--- config.mk ---
export PLATFORM = sky130hd
export DESIGN_NAME = hpx_mgr
export DESIGN_NICKNAME = d
export VERILOG_FILES = /design/src/rtl/hpx_pkg.sv /design/src/rtl/hpx_addr_latch.sv /design/src/rtl/hpx_change_det.sv /design/src/rtl/hpx_xact_fsm.sv /design/src/rtl/hpx_mgr.sv
export SDC_FILE = /design/constraint.sdc
export NUM_CORES = 1
export LEC_CHECK = 0
export BUFFER_PORTS_ARGS = -buffer_cell sky130_fd_sc_hd__buf_2
export CELL_PAD_IN_SITES_DETAIL_PLACEMENT = 1
export CELL_PAD_IN_SITES_GLOBAL_PLACEMENT = 1
export CORE_ASPECT_RATIO = 2
export CORE_MARGIN = 1
export CORE_UTILIZATION = 43
export CTS_CLUSTER_SIZE = 24
export DETAILED_ROUTE_END_ITERATION = 10
export GPL_TIMING_DRIVEN = 0
export PLACE_DENSITY_LB_ADDON = 0.1
export SLEW_MARGIN = 20
export SYNTH_ARGS = -nofsm -noshare
export SYNTH_HDL_FRONTEND = slang
export SYNTH_SLANG_ARGS = --single-unit
--- constraint.sdc ---
create_clock -name clk -period 4.45 [get_ports clk]
set_clock_uncertainty 0.1 [all_clocks]
set_input_delay 1.335 -clock clk [delete_from_list [all_inputs] [get_ports clk]]
set_output_delay 1.335 -clock clk [all_outputs]
set_load 0.02 [all_outputs]
--- src/rtl/hpx_pkg.sv ---
// Shared definitions for the hot-plug expander manager.
// Assumes a two-byte snapshot in both directions.
package hpx_pkg;
    localparam int SNAP_BYTES = 2;
    localparam int SNAP_W     = 8 * SNAP_BYTES;

    // Byte-engine command codes (values are visible on the cmd_op port)
    typedef enum logic [1:0] {
        OP_START = 2'd0,
        OP_WRITE = 2'd1,
        OP_READ  = 2'd2,
        OP_STOP  = 2'd3
    } hpx_op_e;

    typedef enum logic [2:0] {
        S_IDLE, S_ADDR, S_BYTE0, S_BYTE1, S_STOP
    } hpx_state_e;
endpackage

--- src/rtl/hpx_addr_latch.sv ---
// Captures the strap pins on the first clock after synchronous reset is
// released and holds them until the next reset.
// Assumes the pins are stable around reset release.
module hpx_addr_latch #(
    parameter int PIN_W = 4
) (
    input  logic             clk,
    input  logic             rst_n,
    input  logic [PIN_W-1:0] pins,
    output logic [PIN_W-1:0] latched
);
    logic armed_q;

    // One-shot capture armed by reset
    always_ff @(posedge clk) begin
        if (!rst_n) begin
            armed_q <= 1'b1;
            latched <= '0;
        end else if (armed_q) begin
            latched <= pins;
            armed_q <= 1'b0;
        end
    end
endmodule

--- src/rtl/hpx_change_det.sv ---
// Tracks whether the hot-plug output vector differs from what was last
// taken for writing. Presents the vector padded to the snapshot width.
// Assumes 'take' is asserted on the cycle a write is launched; a change
// seen in that same cycle is already covered by the captured value.
module hpx_change_det
    import hpx_pkg::*;
#(
    parameter int OUT_W = 16
) (
    input  logic              clk,
    input  logic              rst_n,
    input  logic [OUT_W-1:0]  vec,
    input  logic              take,
    output logic              pending,
    output logic [SNAP_W-1:0] snap
);
    logic [OUT_W-1:0] prev_q;

    // Pad the output vector to the snapshot width
    generate
        if (OUT_W < SNAP_W) begin : g_pad
            assign snap = {{(SNAP_W-OUT_W){1'b0}}, vec};
        end else begin : g_full
            assign snap = vec[SNAP_W-1:0];
        end
    endgenerate

    // Edge detection on the vector and dirty flag upkeep
    always_ff @(posedge clk) begin
        if (!rst_n) begin
            prev_q  <= '0;
            pending <= 1'b0;
        end else begin
            prev_q  <= vec;
            pending <= take ? 1'b0 : (pending | (vec != prev_q));
        end
    end
endmodule

--- src/rtl/hpx_xact_fsm.sv ---
// Sequences whole-snapshot read and write transactions on the byte engine.
// Reads win over writes. A NACK leads to a stop, sets the sticky error and
// allows one retry. Assumes exp interrupt is already synchronous to clk.
module hpx_xact_fsm
    import hpx_pkg::*;
#(
    parameter logic [6:0] EXP_ADDR = 7'h20,
    parameter int         IN_W     = 16
) (
    input  logic              clk,
    input  logic              rst_n,
    input  logic              cfg_done,
    input  logic              rd_req,
    input  logic              wr_pending,
    input  logic [SNAP_W-1:0] wr_value,
    output logic              wr_take,
    output logic [IN_W-1:0]   rd_snap,
    output logic              cmd_valid,
    output logic [1:0]        cmd_op,
    output logic [7:0]        cmd_data,
    output logic              cmd_last,
    input  logic              cmd_done,
    input  logic              cmd_ack,
    input  logic [7:0]        cmd_rdata,
    output logic              err_flag
);
    hpx_state_e        st_q;
    hpx_op_e           op_sel;
    logic              ready_q, is_rd_q, retried_q, abort_q;
    logic [SNAP_W-1:0] snap_q;
    logic              launch_rd, launch_wr;

    assign launch_rd = (st_q == S_IDLE) && ready_q && rd_req;
    assign launch_wr = (st_q == S_IDLE) && ready_q && !rd_req && wr_pending;
    assign wr_take   = launch_wr;

    // Command decode from the current state
    always_comb begin
        op_sel   = OP_STOP;
        cmd_data = 8'h00;
        unique case (st_q)
            S_ADDR: begin
                op_sel   = OP_START;
                cmd_data = {EXP_ADDR, is_rd_q};
            end
            S_BYTE0: begin
                op_sel   = is_rd_q ? OP_READ : OP_WRITE;
                cmd_data = is_rd_q ? 8'h00 : snap_q[7:0];
            end
            S_BYTE1: begin
                op_sel   = is_rd_q ? OP_READ : OP_WRITE;
                cmd_data = is_rd_q ? 8'h00 : snap_q[15:8];
            end
            default: begin
                op_sel   = OP_STOP;
                cmd_data = 8'h00;
            end
        endcase
    end

    assign cmd_valid = (st_q != S_IDLE);
    assign cmd_op    = op_sel;
    assign cmd_last  = (st_q == S_BYTE1) && is_rd_q;

    // Transaction sequencing, retry and snapshot publication
    always_ff @(posedge clk) begin
        if (!rst_n) begin
            st_q      <= S_IDLE;
            ready_q   <= 1'b0;
            is_rd_q   <= 1'b0;
            retried_q <= 1'b0;
            abort_q   <= 1'b0;
            snap_q    <= '0;
            rd_snap   <= '0;
            err_flag  <= 1'b0;
        end else begin
            if (cfg_done) ready_q <= 1'b1;
            unique case (st_q)
                S_IDLE: begin
                    if (launch_rd || launch_wr) begin
                        is_rd_q   <= launch_rd;
                        retried_q <= 1'b0;
                        abort_q   <= 1'b0;
                        st_q      <= S_ADDR;
                        if (launch_wr) snap_q <= wr_value;
                    end
                end
                S_ADDR: if (cmd_done) begin
                    abort_q <= !cmd_ack;
                    st_q    <= cmd_ack ? S_BYTE0 : S_STOP;
                end
                S_BYTE0: if (cmd_done) begin
                    if (is_rd_q) begin
                        snap_q[7:0] <= cmd_rdata;
                        st_q        <= S_BYTE1;
                    end else begin
                        abort_q <= !cmd_ack;
                        st_q    <= cmd_ack ? S_BYTE1 : S_STOP;
                    end
                end
                S_BYTE1: if (cmd_done) begin
                    if (is_rd_q) snap_q[15:8] <= cmd_rdata;
                    else         abort_q      <= !cmd_ack;
                    st_q <= S_STOP;
                end
                S_STOP: if (cmd_done) begin
                    if (abort_q) begin
                        err_flag <= 1'b1;
                        if (!retried_q) begin
                            retried_q <= 1'b1;
                            abort_q   <= 1'b0;
                            st_q      <= S_ADDR;
                        end else begin
                            st_q <= S_IDLE;
                        end
                    end else begin
                        if (is_rd_q) rd_snap <= snap_q[IN_W-1:0];
                        st_q <= S_IDLE;
                    end
                end
                default: st_q <= S_IDLE;
            endcase
        end
    end
endmodule

--- src/rtl/hpx_mgr.sv ---
// Top of the hot-plug expander manager: strap capture, output change
// tracking and the transaction sequencer in front of a byte-level SMBus
// master engine. Assumes exp_int_n is synchronous to clk and IN_W,OUT_W<=16.
module hpx_mgr
    import hpx_pkg::*;
#(
    parameter logic [6:0] EXP_ADDR = 7'h20,
    parameter int         PIN_W    = 4,
    parameter int         OUT_W    = 16,
    parameter int         IN_W     = 16
) (
    input  logic             clk,
    input  logic             rst_n,
    input  logic             cfg_done,
    input  logic [PIN_W-1:0] addr_pins,
    output logic [PIN_W-1:0] mst_addr,
    input  logic [OUT_W-1:0] hp_out,
    output logic [IN_W-1:0]  hp_in,
    input  logic             exp_int_n,
    output logic             cmd_valid,
    output logic [1:0]       cmd_op,
    output logic [7:0]       cmd_data,
    output logic             cmd_last,
    input  logic             cmd_done,
    input  logic             cmd_ack,
    input  logic [7:0]       cmd_rdata,
    output logic             err_flag
);
    logic              wr_pending, wr_take;
    logic [SNAP_W-1:0] wr_value;

    hpx_addr_latch #(.PIN_W(PIN_W)) u_latch (
        .clk(clk), .rst_n(rst_n), .pins(addr_pins), .latched(mst_addr)
    );

    hpx_change_det #(.OUT_W(OUT_W)) u_chg (
        .clk(clk), .rst_n(rst_n), .vec(hp_out), .take(wr_take),
        .pending(wr_pending), .snap(wr_value)
    );

    hpx_xact_fsm #(.EXP_ADDR(EXP_ADDR), .IN_W(IN_W)) u_fsm (
        .clk(clk), .rst_n(rst_n), .cfg_done(cfg_done), .rd_req(!exp_int_n),
        .wr_pending(wr_pending), .wr_value(wr_value), .wr_take(wr_take),
        .rd_snap(hp_in), .cmd_valid(cmd_valid), .cmd_op(cmd_op),
        .cmd_data(cmd_data), .cmd_last(cmd_last), .cmd_done(cmd_done),
        .cmd_ack(cmd_ack), .cmd_rdata(cmd_rdata), .err_flag(err_flag)
    );
endmodule

==> results of run 1 <==
-- sequential cells by signal (all words and copies together) (netlist names) --
signal / cells
u_fsm.ready_q: 1
u_fsm.rd_snap: 16
u_fsm.retried_q: 1
u_fsm.is_rd_q: 1
u_latch.latched: 4
u_chg.pending: 1
u_chg.prev_q: 16
u_fsm.abort_q: 1
u_latch.armed_q: 1
u_fsm.err_flag: 1
u_fsm.st_q: 3
u_fsm.snap_q: 16
-- through the flow --
step                      hold slack, ns  std cells  cell area, um^2  setup slack [ns]
after floorplan                    0.354        291             2800              1.45
after CTS                          0.375        456             3520             0.743
final                              0.367        456             3520             0.761
after global routing               0.399        456             3520             0.579
after global placement             0.350        442             3230              1.12
after detailed placement           0.361        442             3230              1.11
-- power groups by stage --
stage / Combinational [uW] / Clock, uW / Sequential [uW]
after floorplan: 139 / 0 / 609
after global placement: 201 / 0 / 612
after detailed placement: 205 / 0 / 613
after CTS: 206 / 692 / 602
after global routing: 223 / 719 / 605
final: 205 / 684 / 603
-- metal layers --
layer  part of all wire (%)  global-route usage [%]  vias up  wire, um
met2                     58                    45.2       60      4400
met4                    2.8                    12.1        0       214
met5                      0                       0        -         0
li1                       -                       -     1164         -
met1                     37                    24.4     1140      2800
met3                    2.8                    5.54       15       215
-- worst min-delay path, cell delays in order (launching register included) --
cell and delay (ns):
sky130_fd_sc_hd__dfxtp_1 0.32, sky130_fd_sc_hd__a41oi_1 0.04, sky130_fd_sc_hd__nor2_1 0.07
-- final cells by class --
| type | count | share of cell area, % |
|---|---|---|
| plain buffers | 17 | 2.91 |
| clock buffers | 13 | 7.39 |
| inverters | 5 | 0.533 |
| well taps | 86 | 3.06 |
| multi-input cells | 207 | 40.8 |
| flip-flops and latches | 62 | 35.2 |
| repair buffers | 65 | 9.24 |
| clock inverters | 1 | 0.853 |
-- path summary, 6_finish.rpt --
path | start | end | slack (ns) | cells past startpoint
setup / recovery | u_fsm.st_q[0]$_SDFFE_PN0P_ | cmd_data[6] | 0.76 | 6
hold / removal | u_fsm.err_flag$_SDFFE_PN0P_ | u_fsm.err_flag$_SDFFE_PN0P_ | 0.37 | 2
setup reg to reg | u_fsm.st_q[2]$_SDFFE_PN0P_ | u_fsm.rd_snap[7]$_SDFFE_PN0P_ | 2.33 | 5
hold reg to reg | u_fsm.err_flag$_SDFFE_PN0P_ | u_fsm.err_flag$_SDFFE_PN0P_ | 0.37 | 2
-- layout by cell type (no fill, tap or decap), types with 2 or more instances in the layout --
cell,synthesis,layout
sky130_fd_sc_hd__buf_2,1,66
sky130_fd_sc_hd__dfxtp_1,62,62
sky130_fd_sc_hd__nor2_1,54,54
sky130_fd_sc_hd__mux2i_1,43,43
sky130_fd_sc_hd__and2_1,16,16
sky130_fd_sc_hd__xnor2_1,15,15
sky130_fd_sc_hd__a211oi_1,12,12
sky130_fd_sc_hd__nand2_1,11,11
sky130_fd_sc_hd__clkbuf_1,8,10
sky130_fd_sc_hd__clkbuf_16,0,9
sky130_fd_sc_hd__o21ai_0,8,8
sky130_fd_sc_hd__a21oi_1,7,7
sky130_fd_sc_hd__buf_6,5,5
sky130_fd_sc_hd__inv_1,4,4
sky130_fd_sc_hd__a211oi_2,4,4
sky130_fd_sc_hd__nand3_1,3,3
sky130_fd_sc_hd__buf_1,3,3
sky130_fd_sc_hd__nand2b_1,3,3
sky130_fd_sc_hd__nor3_1,3,3
sky130_fd_sc_hd__nand4_1,3,3
sky130_fd_sc_hd__o22ai_4,2,2
sky130_fd_sc_hd__nor4b_1,2,2
sky130_fd_sc_hd__clkbuf_8,0,2
-- kinds of logic after synthesis --
family / count (synthesis) / share of synthesized area [%]
AO/OA/AOI/OAI: 44 / 12.6
XOR/XNOR: 16 / 5.01
buffers and inverters: 22 / 4.34
flip-flops: 62 / 44.3
multiplexers: 43 / 15.4
AND/OR/NAND/NOR: 104 / 18.3
==> run summary, run 1 <==
For this run, the top clock speed supported by timing is around 270 MHz. Clock-pin slew was measured on the worst setup and hold paths at around 0.050 ns. Entering global routing, the biggest net connects 11 pins.

The cell with the most instances after synthesis is sky130_fd_sc_hd__dfxtp_1. The overall die height came out at approximately 120 um. The number of antenna diodes in the final layout is 0.

The internal cell power came out at 1120 uW. The number of nets handed over by synthesis was between 300 and 400. The clock insertion delay at the later pin of the skew report is 0.33 ns. The floorplan die area came out at 0.00686 mm^2.

The per-cell via count in the routed design came out at ~5.2. The number of sinks on the clock net came out at 62. The total overflow left after global routing is 0. The detailed-placement wirelength estimate came out at approximately 6000 um. For this design the ratio of total power to cell area is 423 mW/mm^2.

The detail route stage leaves a number of antenna-violating nets equal to 0. The sequential cell area is 0.00124 mm^2. The initial core utilization is 44.4%.

The tree is rooted in a sky130_fd_sc_hd__clkbuf_16. The number of design rule violations left after detail routing is 0. Across the VDD grid, the largest voltage drop is ~0.29 mV. The relative area change from synthesis to final layout is 25.8%.

The detailed-route wire length per cell is around 17 um. The worst setup path is of the register to output port kind. Of the total power, the share spent switching nets is about a quarter.

In this run, the number of DRC markers left after iteration 0 of detailed routing was between 60 and 70. The power share of the sequential group came out at 40.4%. The largest buffer count on any clock path is 2.

The count of vias placed by the detailed router came out at roughly 2400. The total setup violations reported at the end of the flow is 0. The number of storage elements in the synthesis netlist came out at 62. The share of total power in the clock network is a little under half. The proportion of layout cells with a drive suffix above 1 came out at between 20% and 30%. At the end of routability-driven placement, the weighted congestion stood at between 0.9 and 1.

The leakage power total came out at around 0.0015 uW. The placeable core area came out at 0.00631 mm^2. The portion of the post-synthesis area used by sequential elements is 44.3%. Setup repair after global routing left no endpoint under its margin. For this design, the slowest cell found on the critical path is sky130_fd_sc_hd__buf_1. After synthesis, the cell types taking the most area are sky130_fd_sc_hd__dfxtp_1 44%, sky130_fd_sc_hd__mux2i_1 15%, sky130_fd_sc_hd__nor2_1 7.2%. The final total negative setup slack came out at 0 ns. The H-tree depth reported by CTS is 3.

The final critical delay including setup and external delays came out at about 3.7 ns. The number of buffers created by CTS is 9. The element type at the critical path end is an output port. The number of maximum-capacitance constraint violations came out at 0. After technology mapping, the gate count stands at approximately 290. The multi-input logic area came out at ~0.0014 mm^2.

Fill cells in the final layout number between 800 and 900. The top cell family by delay on the critical path is buffers and inverters. In the finished design, the share of the clock period the worst path needs comes to just over 80%. The number of failing hold endpoints at the final stage came out at 0. The warning count from the yosys run is 0.

sky130_fd_sc_hd__dfxtp_1 takes more of the synthesized area than any other cell. Of the post-synthesis cell area, the dominant cell type holds between 40% and 50%. The buffers inserted during post-CTS setup optimization came out at 0. The required arrival time at the worst endpoint came out at 3.01 ns. The run finished with clean final reports. The endpoint arrival time on the critical path came out at around 2.3 ns.

At the end of the flow the core is filled with cells to 55.8%. For the pin with the worst max-slew slack, the measured transition is approximately 0.77 ns. The async set-reset flop share out of synthesis came out at 0%. The headroom to the max-slew limit came out at about half.

The number of cells upsized or downsized after cts came out at 0. The number of placement rows is between 40 and 50. The mapped cell area is between 0.002 and 0.003 mm^2. Input and output buffers added on the ports amount to 65. The CTS tree is done. The count of different cell masters after synthesis is 43.

In this run the count of I/O pins placed on the die edge is 67. The net switching power is approximately 370 uW. In this run the worst hold path is classified as register to register.

The signal on the critical path passes through clkbuf_1 > buf_1 > o21ai_0 > a21oi_1 > nor2_1 > buf_2. Of the total power, combinational logic draws 13.7%. The width of the die came out at between 50 and 60 um.

The wire length of the first global-routing pass came out at 11900 um. The initial antenna violation count was 0. The delay of the slowest cell on the worst path is around 0.52 ns. The average footprint of a synthesized cell is between 9 and 10 um^2. In this run, synthesis inferred 0 flip-flops with an integrated enable. The detailed-route wire length is roughly 7600 um.

The count of hold buffers inserted by post-cts repair is 0. The design draws around 1500 uW. By count the netlist is led by 62 x sky130_fd_sc_hd__dfxtp_1, 54 x sky130_fd_sc_hd__nor2_1, 43 x sky130_fd_sc_hd__mux2i_1.

For this run, the total global-route usage over all layers was measured as approximately a quarter. The predominant post-synthesis flop cell is sky130_fd_sc_hd__dfxtp_1. The total buffers and inverters traversed by the critical path is 3. The final-report max-slew violation count is 0.

The highest net fanout along the worst path is 10. The number of global-route vias before repair was 2388. The kind of start point of the critical path is a register. The final net count is 401. The detailed-routing iteration count for the pre-antenna-repair pass is 4.
Note: power is estimated with default switching activity, not from simulation.
==> run 2, diff against run 1 <==
Settings changed: CORE_UTILIZATION 43 to 40.
Clock period 4.45 ns to 3.45 ns, I/O delays scaled along.
==> run summary, run 2 (same netlist as run 1, synthesis figures left out) <==
The detailed-route wire length is ~7600 um. Max-cap violations in this run came to 0. The delay of the slowest cell on the worst path is 0.41 ns. The floorplan step set the die height to roughly 120 um. The buffers inserted during post-CTS setup optimization came out at 0. The design draws 1910 uW. The element type at the critical path end is an output port.

TritonCTS built the clock tree. The net switching power is between 400 and 500 uW. Routability-driven placement finished with a final weighted congestion of 0.878. The detailed-route wire length per cell came out at 16.6 um. 0 antenna diodes ended up in the layout. The global-route usage over all layers is 23.4%. The headroom to the max-slew limit came out at 51.3%. The total setup violations reported at the end of the flow came out at 0. Entering global routing, the biggest net connects 11 pins. For this run, the detailed router's first-pass iteration total came to 4. On the critical path, the stage with the largest delay is an instance of sky130_fd_sc_hd__dfxtp_1. The worst setup path is of the register to output port kind. STA classifies the critical path startpoint as a register. The worst-case IR drop observed on VDD is between 0.3 and 0.4 mV.

The number of failing hold endpoints at the final stage came out at 0. The highest attainable clock frequency is approximately 310 MHz. The die covers 0.00736 mm^2. Summing over every cut layer, the via total after detailed routing is approximately 2400. The floorplan has 42 rows. For the pin with the worst max-slew slack, the measured transition is between 0.7 and 0.8 ns. The number of buffers created by CTS is 9. The detailed-placement wirelength estimate is around 6000 um. The run finished with clean final reports. Data on the critical path arrives at its endpoint at between 2 and 2.5 ns. The count of boundary I/O pins came out at 67.

The number of sinks on the clock net came out at between 60 and 70. The filler cell count came out at just over 800. Walking the worst path, the cells encountered are clkbuf_1 > clkbuf_2 > o21ai_0 > a21oi_1 > nor2_1 > buf_2. The number of global-route vias before repair is roughly 2400.

For this design the static power due to leakage is 0.00148 uW. The highest net fanout along the worst path is 10. The H-tree depth reported by CTS came out at 3.

Cell internal power was estimated by the tool at ~1400 uW. The final total negative setup slack came out at 0 ns. The count of hold buffers inserted by post-cts repair came out at 0.

Using the TritonRoute via totals, the vias-per-cell ratio works out to between 5 and 6. The initial antenna violation count is 0. The count of antenna-violating nets left after detailed routing is 0. The final-report max-slew violation count is 0. After detailed routing, the number of remaining DRC violations is 0. The initial core utilization came out at a little over two fifths. The placeable core area came out at approximately 0.0067 mm^2. The first global-routing pass estimated about 12000 um of wire. The width of the die is between 60 and 70 um.

The largest registers in the layout are u_chg.prev_q (16), u_fsm.rd_snap (16), u_fsm.snap_q (16). The most common cell after layout, fill and taps aside is sky130_fd_sc_hd__buf_2. During placement, the flow inserted port buffers numbering 65. Counting along the longest clock path gives a buffer depth of 2. Clock tree synthesis selected as its root buffer the cell sky130_fd_sc_hd__clkbuf_16. Summed over all layers, the global routing overflow is 0. After clock tree synthesis, the clock-pin slew on the worst setup and hold paths is about 0.05 ns. Gates resized during post-CTS repair numbered 0.

For the finished layout, the period the worst path requires is around 3.2 ns. The final net count came out at approximately 400. The relative area change from synthesis to final layout is 25.7%.

The required arrival time at the worst endpoint is between 2 and 2.5 ns. The power share of the sequential group came out at between 40% and 50%. The switching part of the total power came out at 24.9%.

The portion of total power attributed to combinational logic is approximately 14%. Power spread over the standard cell area amounts to 542 mW/mm^2. The share of the clock period used by the worst path after layout is about 93%.

The share of total power in the clock network is between 40% and 50%. Setup repair after global routing left no endpoint under its margin. The first routing iteration left 95 violations. Cells with a size suffix above 1 make up about a quarter of the layout.

At the later pin of the worst-skew pair, clock insertion delay measures between 0.3 and 0.4 ns. In the layout the commonest cells are 66 x sky130_fd_sc_hd__buf_2, 62 x sky130_fd_sc_hd__dfxtp_1, 54 x sky130_fd_sc_hd__nor2_1. In this run the worst hold path is classified as register to register.
[run 2: cell count changes in the layout (fill, tap and decap cells not counted)]
cell | before | now
sky130_fd_sc_hd__clkbuf_8 | 2 | 1
sky130_fd_sc_hd__clkbuf_2 | 0 | 1
sky130_fd_sc_hd__buf_1 | 3 | 2
sky130_fd_sc_hd__clkbuf_1 | 10 | 12
[run 2: area by class of cell]
type                       count  area, um^2  area share [%]
timing repair buffer          65         325            9.24
sequential                    62        1240            35.3
multi-input combinational    207        1440            40.8
clock buffer                  14         254            7.22
buffer                        17         104            2.95
clock inverter                 1        30.0           0.853
tap                           88         110            3.13
inverter                       5        18.8           0.533
[run 2: metal layers]
metal / up-vias / track usage, % / wire [um] / part of all wire (%)
met3: 19 / 5.24 / 242 / 3.2
met1: 1134 / 23.3 / 2800 / 37
met5: - / 0 / 0 / 0
met4: 0 / 15.1 / 275 / 3.6
li1: 1160 / - / - / -
met2: 59 / 40.8 / 4310 / 57
[run 2: critical path: cells and delay by family (launching register included)]
family / cells / cell delay [ns]
compound gates: 2 / 0.32
buf+inv: 3 / 0.95
flops: 1 / 0.41
simple gates: 1 / 0.05
[run 2: final timing paths]
check	end	depth (start not counted)	slack, ns	startpoint
worst min register to register	u_fsm.err_flag$_SDFFE_PN0P_	2	0.36	u_fsm.err_flag$_SDFFE_PN0P_
worst max register to register	u_fsm.rd_snap[14]$_SDFFE_PN0P_	5	1.37	u_fsm.st_q[2]$_SDFFE_PN0P_
worst min-delay path	u_fsm.err_flag$_SDFFE_PN0P_	2	0.36	u_fsm.err_flag$_SDFFE_PN0P_
worst max-delay path	cmd_data[6]	6	0.25	u_fsm.st_q[0]$_SDFFE_PN0P_
[run 2: power by group through the flow]
stage | Combinational [uW] | Sequential [uW] | Clock, uW
2_1_floorplan | 179 | 786 | 0
3_3_place_gp | 261 | 789 | 0
3_5_place_dp | 267 | 790 | 0
4_1_cts | 268 | 776 | 889
5_1_grt | 292 | 780 | 914
6_report | 266 | 776 | 867
[run 2: per-stage QoR]
stage	instances	worst slack (ns)	util [%]	area, um^2	hold slack, ns
detailed placement	444	0.383	48.5	3230	0.360
global placement	444	0.406	48.5	3230	0.352
CTS	459	0.0211	52.7	3520	0.373
global route	459	0.105	52.7	3520	0.395
floorplan	291	0.754	-	2800	0.354
finish	459	0.249	52.7	3520	0.365
==> run 3, diff against run 2 <==
Settings changed: ABC_AREA set to 1, CORE_ASPECT_RATIO 2 to unset, CORE_UTILIZATION 40 to 38.
==> run summary, run 3 <==
The top cell type by total area after synthesis is sky130_fd_sc_hd__dfxtp_1. The leakage power total is roughly 0.0018 uW. The overall die height is 89.2 um. The worst setup slack before clock tree synthesis came out at between 0.7 and 0.8 ns. The multi-input logic area came out at 0.00136 mm^2. The count of antenna-violating nets left after detailed routing is 0. Among all cell types in the netlist, the one instantiated most often is sky130_fd_sc_hd__nand2_1. The net switching power came out at 767 uW.

Counting flops with a built-in enable in the synthesized netlist gives 0. After synthesis, the most frequently instantiated cells are 85 x sky130_fd_sc_hd__nand2_1, 76 x sky130_fd_sc_hd__nor2_1, 62 x sky130_fd_sc_hd__dfxtp_1. In the final layout, the registers with the most flip-flops are u_chg.prev_q (16), u_fsm.rd_snap (16), u_fsm.snap_q (16). The number of failing hold endpoints at the final stage is 0. The transition at the pin with the smallest max-transition slack came out at ~0.59 ns.

Global routing used 22.6% of the available tracks across all layers. The placeable core area came out at about 0.0073 mm^2. The share of the clock period used by the worst path after layout came out at between 80% and 90%. Sequential cells account for about two fifths of the total power. The detailed-route wire length per cell is roughly 14 um. The share of synthesized area in the top cell type comes to 43.0%. The number of design rule violations left after detail routing is 0. The highest net fanout along the worst path came out at 8. The cell area after placement is ~0.0033 mm^2. The number of cells upsized or downsized after cts came out at 0. By area the synthesized netlist is led by sky130_fd_sc_hd__dfxtp_1 43%, sky130_fd_sc_hd__nand2_1 11%, sky130_fd_sc_hd__nor2_1 9.9%.

The portion of the post-synthesis area used by sequential elements is a little over two fifths. The pin count of the biggest net entering global routing is 12. Routability-driven placement finished with a final weighted congestion of around 0.86. The filler-free cell count of the finished design is between 500 and 600.

The area growth from synthesis to layout is 23.4%. The mapped cell area came out at between 0.002 and 0.003 mm^2. The async set-reset flop share out of synthesis is 0%. The number of buffers created by CTS is 9. The tree built by TritonCTS fans out to 62 sinks. The most common cell after layout, fill and taps aside is sky130_fd_sc_hd__nand2_1. The CTS clock-pin slew for the worst setup and hold paths came out at 0.07 ns. The predominant post-synthesis flop cell is sky130_fd_sc_hd__dfxtp_1.

At the worst endpoint, the required time is between 2 and 2.5 ns. The run finished with clean final reports. After global routing the overflow that remains totals 0. Setup repair after global routing left no endpoint under its margin. The detailed-route wire length came out at between 8000 and 9000 um. The share of total power dissipated in the clock network is 33.7%.

The initial antenna violation count came to 0. The average footprint of a synthesized cell came out at ~7.0 um^2. The number of storage elements in the synthesis netlist came out at 62. The cell count after placement is 576. The internal cell power is approximately 1400 uW. The synthesized netlist contains 29 unique library cells. The worst-case IR drop observed on VDD is approximately 0.22 mV. In the final layout, flip-flops and latches occupy ~0.0012 mm^2.

The kind of start point of the critical path is a register. The highest attainable clock frequency is ~320 MHz. The floorplan die area is 0.00795 mm^2. The worst-case setup margin in the final layout came out at around 0.35 ns. The final-report max-slew violation count is 0. The headroom to the max-slew limit is 60.6%. The count of inserted antenna diode cells is 0. The element type at the critical path end is an output port. The DRC marker count from the first detailed-route iteration came out at 90. The number of maximum-capacitance constraint violations is 0. The largest buffer count on any clock path came out at 2. The H-tree depth reported by CTS is 3. The post-synthesis net count is approximately 450.

For this block, the via count after detailed routing is between 2000 and 3000. The power density normalized to cell area is 611 mW/mm^2. The number of global-route vias before repair is around 2800. The library cell used as clock root buffer is sky130_fd_sc_hd__clkbuf_8. After clock tree synthesis, the setup repair step added 0 buffers. The number of placement rows is 31. The warning count from the yosys run is 0.

The tightest min-delay check is of the register to register type. The per-cell via count in the routed design is between 4 and 5. The proportion of layout cells with a drive suffix above 1 came out at between 20% and 30%. The initial core utilization came out at around 40%. The count of buffers from port buffering came out at 66. During I/O placement, the number of pins put on the boundary was 67. The final critical delay including setup and external delays came out at 3.10 ns. The detailed-routing iteration count for the pre-antenna-repair pass came out at 4. The startpoint-to-endpoint class of the critical path is register to output port. TritonCTS built the clock tree. After filler insertion, the fill cell instance count of the layout stands at 989. The total setup violations reported at the end of the flow is 0. The final net count came out at around 520. The count of mapped cells out of synthesis is just over 400. The count of hold buffers inserted by post-cts repair is 0.

The switching part of the total power is between 30% and 40%. The endpoint arrival time on the critical path came out at slightly below 2 ns. The first global-routing pass estimated 13300 um of wire. The clock insertion delay at the later pin of the skew report is 0.35 ns. The finished cells cover 0.00356 mm^2. The portion of total power attributed to combinational logic is around a quarter.

The width of the die came out at 89.2 um. Leaving out fill and tap cells, the most frequent cells in the layout are 85 x sky130_fd_sc_hd__nand2_1, 76 x sky130_fd_sc_hd__nor2_1, 67 x sky130_fd_sc_hd__buf_2. The final total negative setup slack came out at 0 ns. The wire-length estimate of the detail-placed layout is roughly 6400 um.
==> run 3: cell count changes in the layout (fill, tap and decap cells not counted), sizes merged, moves of 4 or more <==
cell    delta
xnor2     -10
and2      -16
mux2i     -43
a21oi     +11
nand3     +14
clkbuf     -7
a22o       +6
o21ai     +47
inv       +54
a211oi    -16
nand2     +82
nor2      +26
nor3       -4
==> run 3: critical path, stage by stage, from the launching register on <==
cell                      delay [ns]
sky130_fd_sc_hd__dfxtp_1        0.52
sky130_fd_sc_hd__nand2_2        0.13
sky130_fd_sc_hd__nor2_2         0.21
sky130_fd_sc_hd__nand2_1        0.11
sky130_fd_sc_hd__inv_1          0.25
sky130_fd_sc_hd__nand2_1        0.09
sky130_fd_sc_hd__nand3_1        0.12
sky130_fd_sc_hd__buf_2          0.17
==> run 3: routing by layer <==
metal | part of all wire, % | wire length, um | GRT usage [%]
met1 | 46 | 3750 | 28.0
met3 | 4.1 | 338 | 5.82
met5 | 0 | 0 | 0
met4 | 1.7 | 136 | 6.35
met2 | 49 | 4000 | 38.9
==> run 3: kinds of logic (layout without fill, tap and decap cells) <==
group	Yosys count	after routing	synth area share [%]
compound gates	79	79	14.7
xor+xnor	7	7	2.12
flops	62	62	43.0
buf+inv	67	149	10.1
simple gates	196	196	30.1
==> run 3: layout make-up <==
class / instances / area share [%]
buffer: 10 / 1.97
clock buffer: 10 / 3.86
clock inverter: 6 / 2.35
inverter: 57 / 6.21
multi-input combinational: 282 / 38.0
sequential: 62 / 34.8
tap: 99 / 3.48
timing repair buffer: 66 / 9.27
==> run 3: final timing paths <==
check                         startpoint                              to  slack [ns]  cells past startpoint
min          u_fsm.err_flag$_SDFFE_PN0P_     u_fsm.err_flag$_SDFFE_PN0P_        0.35                      2
max           u_fsm.st_q[1]$_SDFFE_PN0P_                     cmd_data[0]        0.35                      7
max reg2reg   u_fsm.st_q[0]$_SDFFE_PN0P_  u_fsm.rd_snap[14]$_SDFFE_PN0P_        1.77                      7
min reg2reg  u_fsm.err_flag$_SDFFE_PN0P_     u_fsm.err_flag$_SDFFE_PN0P_        0.35                      2
==> run 3: power groups by stage <==
stage	combinational [uW]	sequential (uW)	clock [uW]
floorplan	401	881	0
global placement	545	896	0
detailed placement	564	898	0
CTS	570	881	740
global route	640	891	777
finish	564	881	733
==> run 3: stage by stage <==
step / utilization (%) / total power, uW / hold slack (ns)
floorplan: - / 1280 / 0.351
global placement: 45.8 / 1440 / 0.335
detailed placement: 45.8 / 1460 / 0.344
CTS: 48.9 / 2190 / 0.354
global route: 48.9 / 2310 / 0.398
finish: 48.9 / 2180 / 0.353
